### src/rtl/pdma_pkg.sv
package pdma_pkg;

    // Word index (offset bits [5:2]) of each register
    localparam logic [3:0] IDX_ADDR   = 4'd0;
    localparam logic [3:0] IDX_PSEL   = 4'd1;
    localparam logic [3:0] IDX_CNT    = 4'd2;
    localparam logic [3:0] IDX_RADDR  = 4'd3;
    localparam logic [3:0] IDX_RCNT   = 4'd4;
    localparam logic [3:0] IDX_CTRL   = 4'd5;
    localparam logic [3:0] IDX_MODE   = 4'd6;
    localparam logic [3:0] IDX_STAT   = 4'd7;
    localparam logic [3:0] IDX_MSET   = 4'd8;
    localparam logic [3:0] IDX_MCLR   = 4'd9;
    localparam logic [3:0] IDX_MASK   = 4'd10;
    localparam logic [3:0] IDX_ISTAT  = 4'd11;

    localparam int N_IRQ = 3;

    typedef enum logic [1:0] {
        ST_IDLE = 2'd0,
        ST_BUSY = 2'd1,
        ST_ACK  = 2'd2
    } xfer_state_e;

endpackage

### src/rtl/pdma_req_sel.sv
module pdma_req_sel #(
    parameter int N_PER = 4,
    parameter int SEL_W = 2
) (
    input  logic [SEL_W-1:0] sel,
    input  logic [N_PER-1:0] per_req,
    input  logic             ack_pulse,
    output logic             req_hit,
    output logic [N_PER-1:0] per_ack
);

    logic [N_PER-1:0] hit_v;

    for (genvar i = 0; i < N_PER; i++) begin : g_port
        assign hit_v[i]   = per_req[i] && (sel == SEL_W'(i));
        assign per_ack[i] = ack_pulse && (sel == SEL_W'(i));
    end

    assign req_hit = |hit_v;

endmodule

### src/rtl/pdma_irq_ctl.sv
module pdma_irq_ctl #(
    parameter int N_IRQ = 3
) (
    input  logic             clk,
    input  logic             rst_n,
    input  logic             set_we,
    input  logic             clr_we,
    input  logic [N_IRQ-1:0] bits,
    input  logic [N_IRQ-1:0] status,
    output logic [N_IRQ-1:0] mask,
    output logic             irq
);

    logic [N_IRQ-1:0] mask_d, mask_q;

    always_comb begin
        mask_d = mask_q;
        if (set_we) mask_d = mask_d | bits;
        if (clr_we) mask_d = mask_d & ~bits;
    end

    always_ff @(posedge clk or negedge rst_n) begin
        if (!rst_n) mask_q <= '0;
        else        mask_q <= mask_d;
    end

    assign mask = mask_q;
    assign irq  = |(mask_q & status);


    mask_set_chk: assert property (@(posedge clk) disable iff (!rst_n)
        (set_we && !clr_we && bits[1]) |=> mask_q[1]);


    mask_clr_chk: assert property (@(posedge clk) disable iff (!rst_n)
        (clr_we && bits[0]) |=> !mask_q[0]);

endmodule

### src/rtl/pdma_channel.sv
module pdma_channel
    import pdma_pkg::*;
#(
    parameter int ADDR_W = 32,
    parameter int CNT_W  = 16,
    parameter int DATA_W = 32,
    parameter int N_PER  = 4
) (
    input  logic              clk,
    input  logic              rst_n,
    input  logic              cfg_we,
    input  logic [5:0]        cfg_addr,
    input  logic [31:0]       cfg_wdata,
    output logic [31:0]       cfg_rdata,
    input  logic [N_PER-1:0]  per_req,
    input  logic [DATA_W-1:0] per_rdata,
    output logic [N_PER-1:0]  per_ack,
    output logic [DATA_W-1:0] per_wdata,
    output logic              mem_req,
    output logic              mem_we,
    output logic [ADDR_W-1:0] mem_addr,
    output logic [1:0]        mem_size,
    output logic [DATA_W-1:0] mem_wdata,
    input  logic [DATA_W-1:0] mem_rdata,
    input  logic              mem_done,
    input  logic              mem_err,
    output logic              irq
);

    localparam int SEL_W = (N_PER > 1) ? $clog2(N_PER) : 1;

    typedef struct packed {
        logic [ADDR_W-1:0] addr;
        logic [ADDR_W-1:0] raddr;
        logic [CNT_W-1:0]  cnt;
        logic [CNT_W-1:0]  rcnt;
        logic [SEL_W-1:0]  sel;
        logic [1:0]        size;
        logic              ring;
        logic              m2p;
        logic              en;
        logic              err;
        xfer_state_e       state;
        logic [DATA_W-1:0] buf_data;
    } chan_t;

    chan_t d, q;

    logic [3:0]        widx;
    logic              wr_hit;
    logic              req_hit;
    logic [ADDR_W-1:0] step;
    logic [N_IRQ-1:0]  istat;
    logic [N_IRQ-1:0]  imask;

    assign widx   = cfg_addr[5:2];
    assign wr_hit = cfg_we && (cfg_addr[1:0] == 2'b00);

    always_comb begin
        case (q.size)
            2'd0:    step = ADDR_W'(1);
            2'd1:    step = ADDR_W'(2);
            default: step = ADDR_W'(4);
        endcase
    end

    pdma_req_sel #(.N_PER(N_PER), .SEL_W(SEL_W)) u_req_sel (
        .sel       (q.sel),
        .per_req   (per_req),
        .ack_pulse (q.state == ST_ACK),
        .req_hit   (req_hit),
        .per_ack   (per_ack)
    );

    always_comb begin
        d = q;
        case (q.state)
            ST_IDLE: begin
                if (q.en && (q.cnt != '0) && req_hit) begin
                    d.state    = ST_BUSY;
                    d.buf_data = per_rdata;
                end
            end
            ST_BUSY: begin
                if (mem_done) begin
                    if (mem_err) begin
                        d.err   = 1'b1;
                        d.en    = 1'b0;
                        d.state = ST_IDLE;
                    end else begin
                        d.state = ST_ACK;
                        if (q.m2p) d.buf_data = mem_rdata;
                        d.addr = q.addr + step;
                        d.cnt  = q.cnt - CNT_W'(1);
                        if ((q.cnt == CNT_W'(1)) && (q.rcnt != '0)) begin
                            d.addr = q.raddr;
                            d.cnt  = q.rcnt;
                            if (!q.ring) d.rcnt = '0;
                        end
                    end
                end
            end
            default: d.state = ST_IDLE;
        endcase

        if (wr_hit) begin
            case (widx)
                IDX_ADDR:  d.addr  = cfg_wdata[ADDR_W-1:0];
                IDX_PSEL:  d.sel   = cfg_wdata[SEL_W-1:0];
                IDX_CNT:   d.cnt   = cfg_wdata[CNT_W-1:0];
                IDX_RADDR: d.raddr = cfg_wdata[ADDR_W-1:0];
                IDX_RCNT:  d.rcnt  = cfg_wdata[CNT_W-1:0];
                IDX_CTRL: begin
                    if (cfg_wdata[0]) begin
                        d.en  = 1'b1;
                        d.err = 1'b0;
                    end
                    if (cfg_wdata[1]) d.en = 1'b0;
                end
                IDX_MODE: begin
                    d.size = cfg_wdata[1:0];
                    d.ring = cfg_wdata[3];
                    d.m2p  = cfg_wdata[4];
                end
                default: ;
            endcase
        end
    end

    always_ff @(posedge clk or negedge rst_n) begin
        if (!rst_n) q <= '0;
        else        q <= d;
    end

    assign istat = {q.err, (q.cnt == '0), (q.rcnt == '0)};

    pdma_irq_ctl #(.N_IRQ(N_IRQ)) u_irq (
        .clk    (clk),
        .rst_n  (rst_n),
        .set_we (wr_hit && (widx == IDX_MSET)),
        .clr_we (wr_hit && (widx == IDX_MCLR)),
        .bits   (cfg_wdata[N_IRQ-1:0]),
        .status (istat),
        .mask   (imask),
        .irq    (irq)
    );

    always_comb begin
        cfg_rdata = '0;
        case (widx)
            IDX_ADDR:  cfg_rdata = 32'(q.addr);
            IDX_PSEL:  cfg_rdata = 32'(q.sel);
            IDX_CNT:   cfg_rdata = 32'(q.cnt);
            IDX_RADDR: cfg_rdata = 32'(q.raddr);
            IDX_RCNT:  cfg_rdata = 32'(q.rcnt);
            IDX_MODE:  cfg_rdata = {27'd0, q.m2p, q.ring, 1'b0, q.size};
            IDX_STAT:  cfg_rdata = {31'd0, q.en};
            IDX_MASK:  cfg_rdata = 32'(imask);
            IDX_ISTAT: cfg_rdata = 32'(istat);
            default:   cfg_rdata = '0;
        endcase
    end

    assign mem_req   = (q.state == ST_BUSY);
    assign mem_we    = !q.m2p;
    assign mem_addr  = q.addr;
    assign mem_size  = q.size;
    assign mem_wdata = q.buf_data;
    assign per_wdata = q.buf_data;


    idle_guard_chk: assert property (@(posedge clk) disable iff (!rst_n)
        (q.state == ST_IDLE && (!q.en || q.cnt == '0)) |=> !mem_req);


    err_stop_chk: assert property (@(posedge clk) disable iff (!rst_n)
        (mem_req && mem_done && mem_err && !cfg_we) |=> (!q.en && q.err && per_ack == '0));


    busy_hold_chk: assert property (@(posedge clk) disable iff (!rst_n)
        (mem_req && !mem_done && !cfg_we) |=> (mem_req && $stable(mem_addr)));


    cnt_step_chk: assert property (@(posedge clk) disable iff (!rst_n)
        (mem_req && mem_done && !mem_err && !cfg_we && q.cnt > CNT_W'(1))
        |=> (q.cnt == $past(q.cnt) - CNT_W'(1)));


    ack_after_done_chk: assert property (@(posedge clk) disable iff (!rst_n)
        (per_ack != '0) |-> $past(mem_req && mem_done && !mem_err));

endmodule

### config.mk
export PLATFORM = sky130hd
export DESIGN_NAME = pdma_channel
export DESIGN_NICKNAME = d
export VERILOG_FILES = /design/src/rtl/pdma_pkg.sv /design/src/rtl/pdma_req_sel.sv /design/src/rtl/pdma_irq_ctl.sv /design/src/rtl/pdma_channel.sv
export SDC_FILE = /design/constraint.sdc
export NUM_CORES = 1
export LEC_CHECK = 0
export CORE_MARGIN = 4
export CORE_UTILIZATION = 30
export CTS_CLUSTER_SIZE = 8
export DETAILED_ROUTE_END_ITERATION = 8
export GPL_TIMING_DRIVEN = 0
export PLACE_DENSITY = 0.61
export SLEW_MARGIN = 20
export SYNTH_ARGS = -nofsm -noshare
export SYNTH_HDL_FRONTEND = slang
export SYNTH_HIERARCHICAL = 1
export SYNTH_SLANG_ARGS = --single-unit
export TNS_END_PERCENT = 5
### constraint.sdc
create_clock -name clk -period 5.9 [get_ports clk]
set_clock_uncertainty 0.05 [all_clocks]
set_input_delay 0.885 -clock clk [delete_from_list [all_inputs] [get_ports clk]]
set_output_delay 0.885 -clock clk [all_outputs]
set_load 0.01 [all_outputs]
# After elaboration in Yosys (flattened, before gate mapping)
# Index checks and enable logic that the tools add are counted.
# word_totals
ff_bits	141
input_bits	111
rom_bits	0
latchBits	0
mem_bits_rw	0
n_memories	0
# op_classes
shifts	0
eq_ne	22
bitwise_logic	4
magnitude_cmp	0
addsub	2
mul	0
n_reduce_logical	32
div_mod_pow	0
n_mux	32
# op_table
op	n
$mux W32	12
$pmux W32 S9	1
$mux W104	1
$pmux W32 S2	1
$mux W16	3
$mux W36	1
$mux W34	1
$add A32 B32 Y32	1
$logic_not A16 Y1	2
$reduce_bool A16 Y1	2
$eq A16 B1 Y1 const B	1
$eq A4 B3 Y1 const B	4
$eq A4 B4 Y1 const B	4
$sub A16 B1 Y16 const B	1
$logic_and A1 B1 Y1	14
$mux W2	6
$eq A4 B2 Y1 const B	2
$logic_not A2 Y1	4
$reduce_and A2 Y1	4
$and A3 B3 Y3	2
$eq A2 B1 Y1 const B	3
$eq A2 B2 Y1 const B	3
$mux W3	2
$pmux W3 S2	1
14 further kinds	16

# Logic depth before layout (Yosys ltp)
# depth
word_depth	9
mapped_depth	10
mapped_depth_nobuf	9

# Hierarchy
# The synthesis kept the hierarchy.
# by_module_without_submodules
module	seq_area_each_um2	cells_each	area_per_inst_um2	instances
pdma_channel	3453.3	1015	8834.7	1
pdma_irq_ctl	75.1	11	118.9	1
pdma_req_sel	0.0	5	57.6	1

# Worst setup path before layout
# OpenSTA, ideal clock, no wires.
# synth_timing
path_kind	input -> output
start	input cfg_addr[5]
end	output cfg_rdata[11]
arrival_ps	2260
cell_stages	6
setup_slack_ps	2705
required_time_ps	4965
path_cell_list	clkbuf_1 nand2b_1 nor3_1 clkbuf_1 a22oi_1 nand2_1
# synth_between
elab_chain_cells	2
# synth_lines
item	line_no	source
from (decl)	pdma_channel.sv:12	input logic [5:0] cfg_addr,
$eq A4 B4 Y1 (tied with other cells)	pdma_channel.sv:150	case (widx)
$pmux W32 S9 (*)	pdma_channel.sv:150	
to (decl)	pdma_channel.sv:14	output logic [31:0] cfg_rdata,
# Every way passes the cells marked *; elsewhere a longest branch is shown, timed or not.

# Final worst setup path
# layout_timing
start	input cfg_addr[2]
end	output cfg_rdata[2]
# The elaborated chain is that of the path after synthesis.

==> impl_metrics.yaml <==
route:
  dr.pass1.iters: 5
  post_drt_wl_per_cell_um: 21.0
  viasPerCell: 5.32
  drt-total-wl_um: 35600
  ant_nets: 0
  drt_iter0_drc: 712
  remaining_drc_errors: 0
  vias: 9028
layout:
  fin_nets: 1413
  syn2layout_area_growth_pct: 39.7
  postLayoutCellArea_um2: 12600
  fill_cells: 2970
  num_antenna_cells: 0
  final_util_pct: 42.5
  drive_gt1_share_pct: 16.1
die:
  io_pins: 248
  dieArea_um2: 32900
  initial_core_util_pct: 30.4
  core_area_um2: 29600
  die_w_um: 181
  die_h_um: 181
  rows: 63
grt:
  grt_max_degree: 80
  grt_pass1_wl_um: 54100
  grt_antenna_before_repair: 1
  met2_usage_pct: 33.4
  grt_use_met1_pct: 28.6
  grt-ovfl-total: 0
  grt_usage_pct: 21.0
  grt_busiest_layer: "met2"
  grtUsageMet3_pct: 4.19
  grt_pass1_vias: 8838
setup_path:
  critPathKind: "input pin to output pin"
  endpoint_kind: "output pin"
  crit_fanout: 10
  required_ns: 4.97
  crit_arrival_ns: 4.16
  rrSetupSlack_ns: 2.68
  critPathLaunchType: "input pin"
placement:
  hpwlAfterDp_um: 26900
  port_buffers: 244
  place_congestion: 0.919
  placed_area_um2: 12000
yosys:
  synth.yosys.seq_area_share_pct: 39.2
  synth_seq_cells: 141
  synth_area_um2: 9010
  synth_area_leaders: "dfrtp_1 (39%), buf_4 (8.3%), nand2_1 (5.6%)"
  synth_edf_count: 0
  syn-num-nets: 1149
  synthArstFlopShare_pct: 100
  synth.avg_cell_area_um2: 8.74
  ys.flop_type: "dfrtp_1"
  synth_top_area_cell: "dfrtp_1"
  yosysWarnings: 6
  synth.distinct_cells: 72
  synth_top_area_share_pct: 39.2
  synthCells: 1031
cts:
  clock_sinks: 141
  cts_setup_buffers: 0
  clk_pin_slew_worst_paths_ns: 0.07
  htree_levels: 4
  cts-root-buf: "clkbuf_16"
  clk_latency_ns: 0.42
  cts_max_path_buffers: 2
  holdBufCountCts: 0
  cts_tree: "built"
  cts_buffers: 17
  cts_resized: 0
sta:
  fin_crit_ns: 5.09
  rsz0062_at_grt: "false"
  slew_violations: 0
  setup_viol: 0
  slew_headroom_pct: 23.2
  fin_crit_sh_pct: 86.3
  finalHoldViolCount: 0
  worst_slew_pin_slew_ns: 1.14
  fmax_mhz: 196
run_status:
  status: "completed"
job:
  cap_violations: 0
power:
  power_mw: 4.53
  p_leak_nw: 5.34
  ir_drop_mv: 0.191
  powerDensity_nw_per_um2: 360
min_path:
  hp-class: "input pin to async pin"
-- cell type report --
| cell class | instances | area, µm² | area share (%) |
|---|---|---|---|
| sequential | 141 | 3530 | 28.0 |
| buffer | 168 | 1050 | 8.33 |
| timing repair buffer | 245 | 2470 | 19.7 |
| clock inverter | 13 | 164 | 1.30 |
| clock buffer | 19 | 443 | 3.52 |
| inverter | 10 | 37.5 | 0.298 |
| tap | 390 | 488 | 3.88 |
| multi-input combinational | 712 | 4410 | 35.0 |
-- through the flow --
| stage | hold WS [ns] | worst slack, ns | std cells | TNS, ns |
|---|---|---|---|---|
| finish | 0.330 | 0.807 | 1698 | 0 |
| global route | 0.365 | 0.664 | 1698 | 0 |
| CTS | 0.357 | 0.837 | 1698 | 0 |
| detailed placement | 0.450 | 0.850 | 1666 | 0 |
| global placement | 0.440 | -2.22 | 1665 | -311.30 |
| floorplan | 0.424 | 2.71 | 1031 | 0 |
-- state kept, by name, indices dropped and copies added (netlist names) --
name / cells
istat: 1
mem_addr: 32
mem_size: 2
mem_wdata: 32
q: 71
u_irq/mask: 3
-- metal layers --
layer	wire length, µm	vias to the layer above
met2	16700	376
met1	15500	4384
met4	903	2
met3	2540	64
met5	8	-
li1	-	4202
-- worst max-delay path: stages --
cell and delay, ns:
clkdlybuf4s50_1 0.58, buf_1 0.38, nand2_1 0.09, nor3_1 0.56, clkbuf_1 0.70, a22oi_1 0.18, nand3_1 0.20, clkdlybuf4s50_1 0.57
-- synthesized netlist by cell type (all sizes together) (5+ instances only) --
| cell | number |
|---|---|
| nor3 | 26 |
| xor2 | 7 |
| nor2 | 44 |
| nand2b | 6 |
| clkbuf | 51 |
| inv | 9 |
| a31oi | 12 |
| o21ai | 92 |
| ha | 6 |
| a211oi | 8 |
| a222oi | 5 |
| nand3 | 30 |
| a22o | 18 |
| nand2 | 134 |
| nor4 | 16 |
| o211ai | 6 |
| mux2 | 44 |
| dfrtp | 141 |
| nand4 | 16 |
| and2 | 5 |
| a21oi | 79 |
| and3 | 41 |
| a221o | 9 |
| a22oi | 33 |
| nor3b | 5 |
| buf | 117 |
| xnor2 | 9 |
-- cells by family (layout without fill, tap and decap cells) --
| logic type | count (synthesis) | count (layout) | share of synthesized area, % |
|---|---|---|---|
| simple gates | 349 | 349 | 19.5 |
| compound gates | 292 | 292 | 20.5 |
| buf+inv | 178 | 455 | 12.1 |
| flops | 141 | 141 | 39.2 |
| mux | 48 | 48 | 6.22 |
| xor+xnor | 16 | 16 | 1.56 |
| fa+ha+maj | 7 | 7 | 1.06 |
-- path summary, 6_finish.rpt --
check | from | to | depth (start not counted)
max in group asynchronous | rst_n | mem_addr[21] | 2
min reg2reg | mem_wdata[21] | mem_wdata[21] | 2
min | rst_n | mem_wdata[9] | 1
max | cfg_addr[2] | cfg_rdata[2] | 8
min in group clk | mem_wdata[21] | mem_wdata[21] | 2
max reg2reg | q[33] | q[61] | 9
-- where the power goes --
group | internal (mW) | total, mW | switching [mW]
Combinational | 1.12 | 1.87 | 0.749
Sequential | 1.21 | 1.54 | 0.326
Clock | 0.679 | 1.12 | 0.444
Total | 3.01 | 4.53 | 1.52
-- cells in the final DEF (no fill, tap or decap), drive strengths merged, types with 7 or more instances in the layout --
cell and count:
a22o 18, clkbuf 70, mux2 44, nand4 16, nand2 134, a211oi 8
o21ai 92, and3 41, nor3 26, xor2 7, a22oi 33, inv 11
a221o 9, clkinv 7, clkdlybuf4s50 243, nor4 16, nor2 44, buf 119
a31oi 12, dfrtp 141, xnor2 9, nand3 30, a21oi 79
No activity file was read; power rests on OpenSTA's default activity.
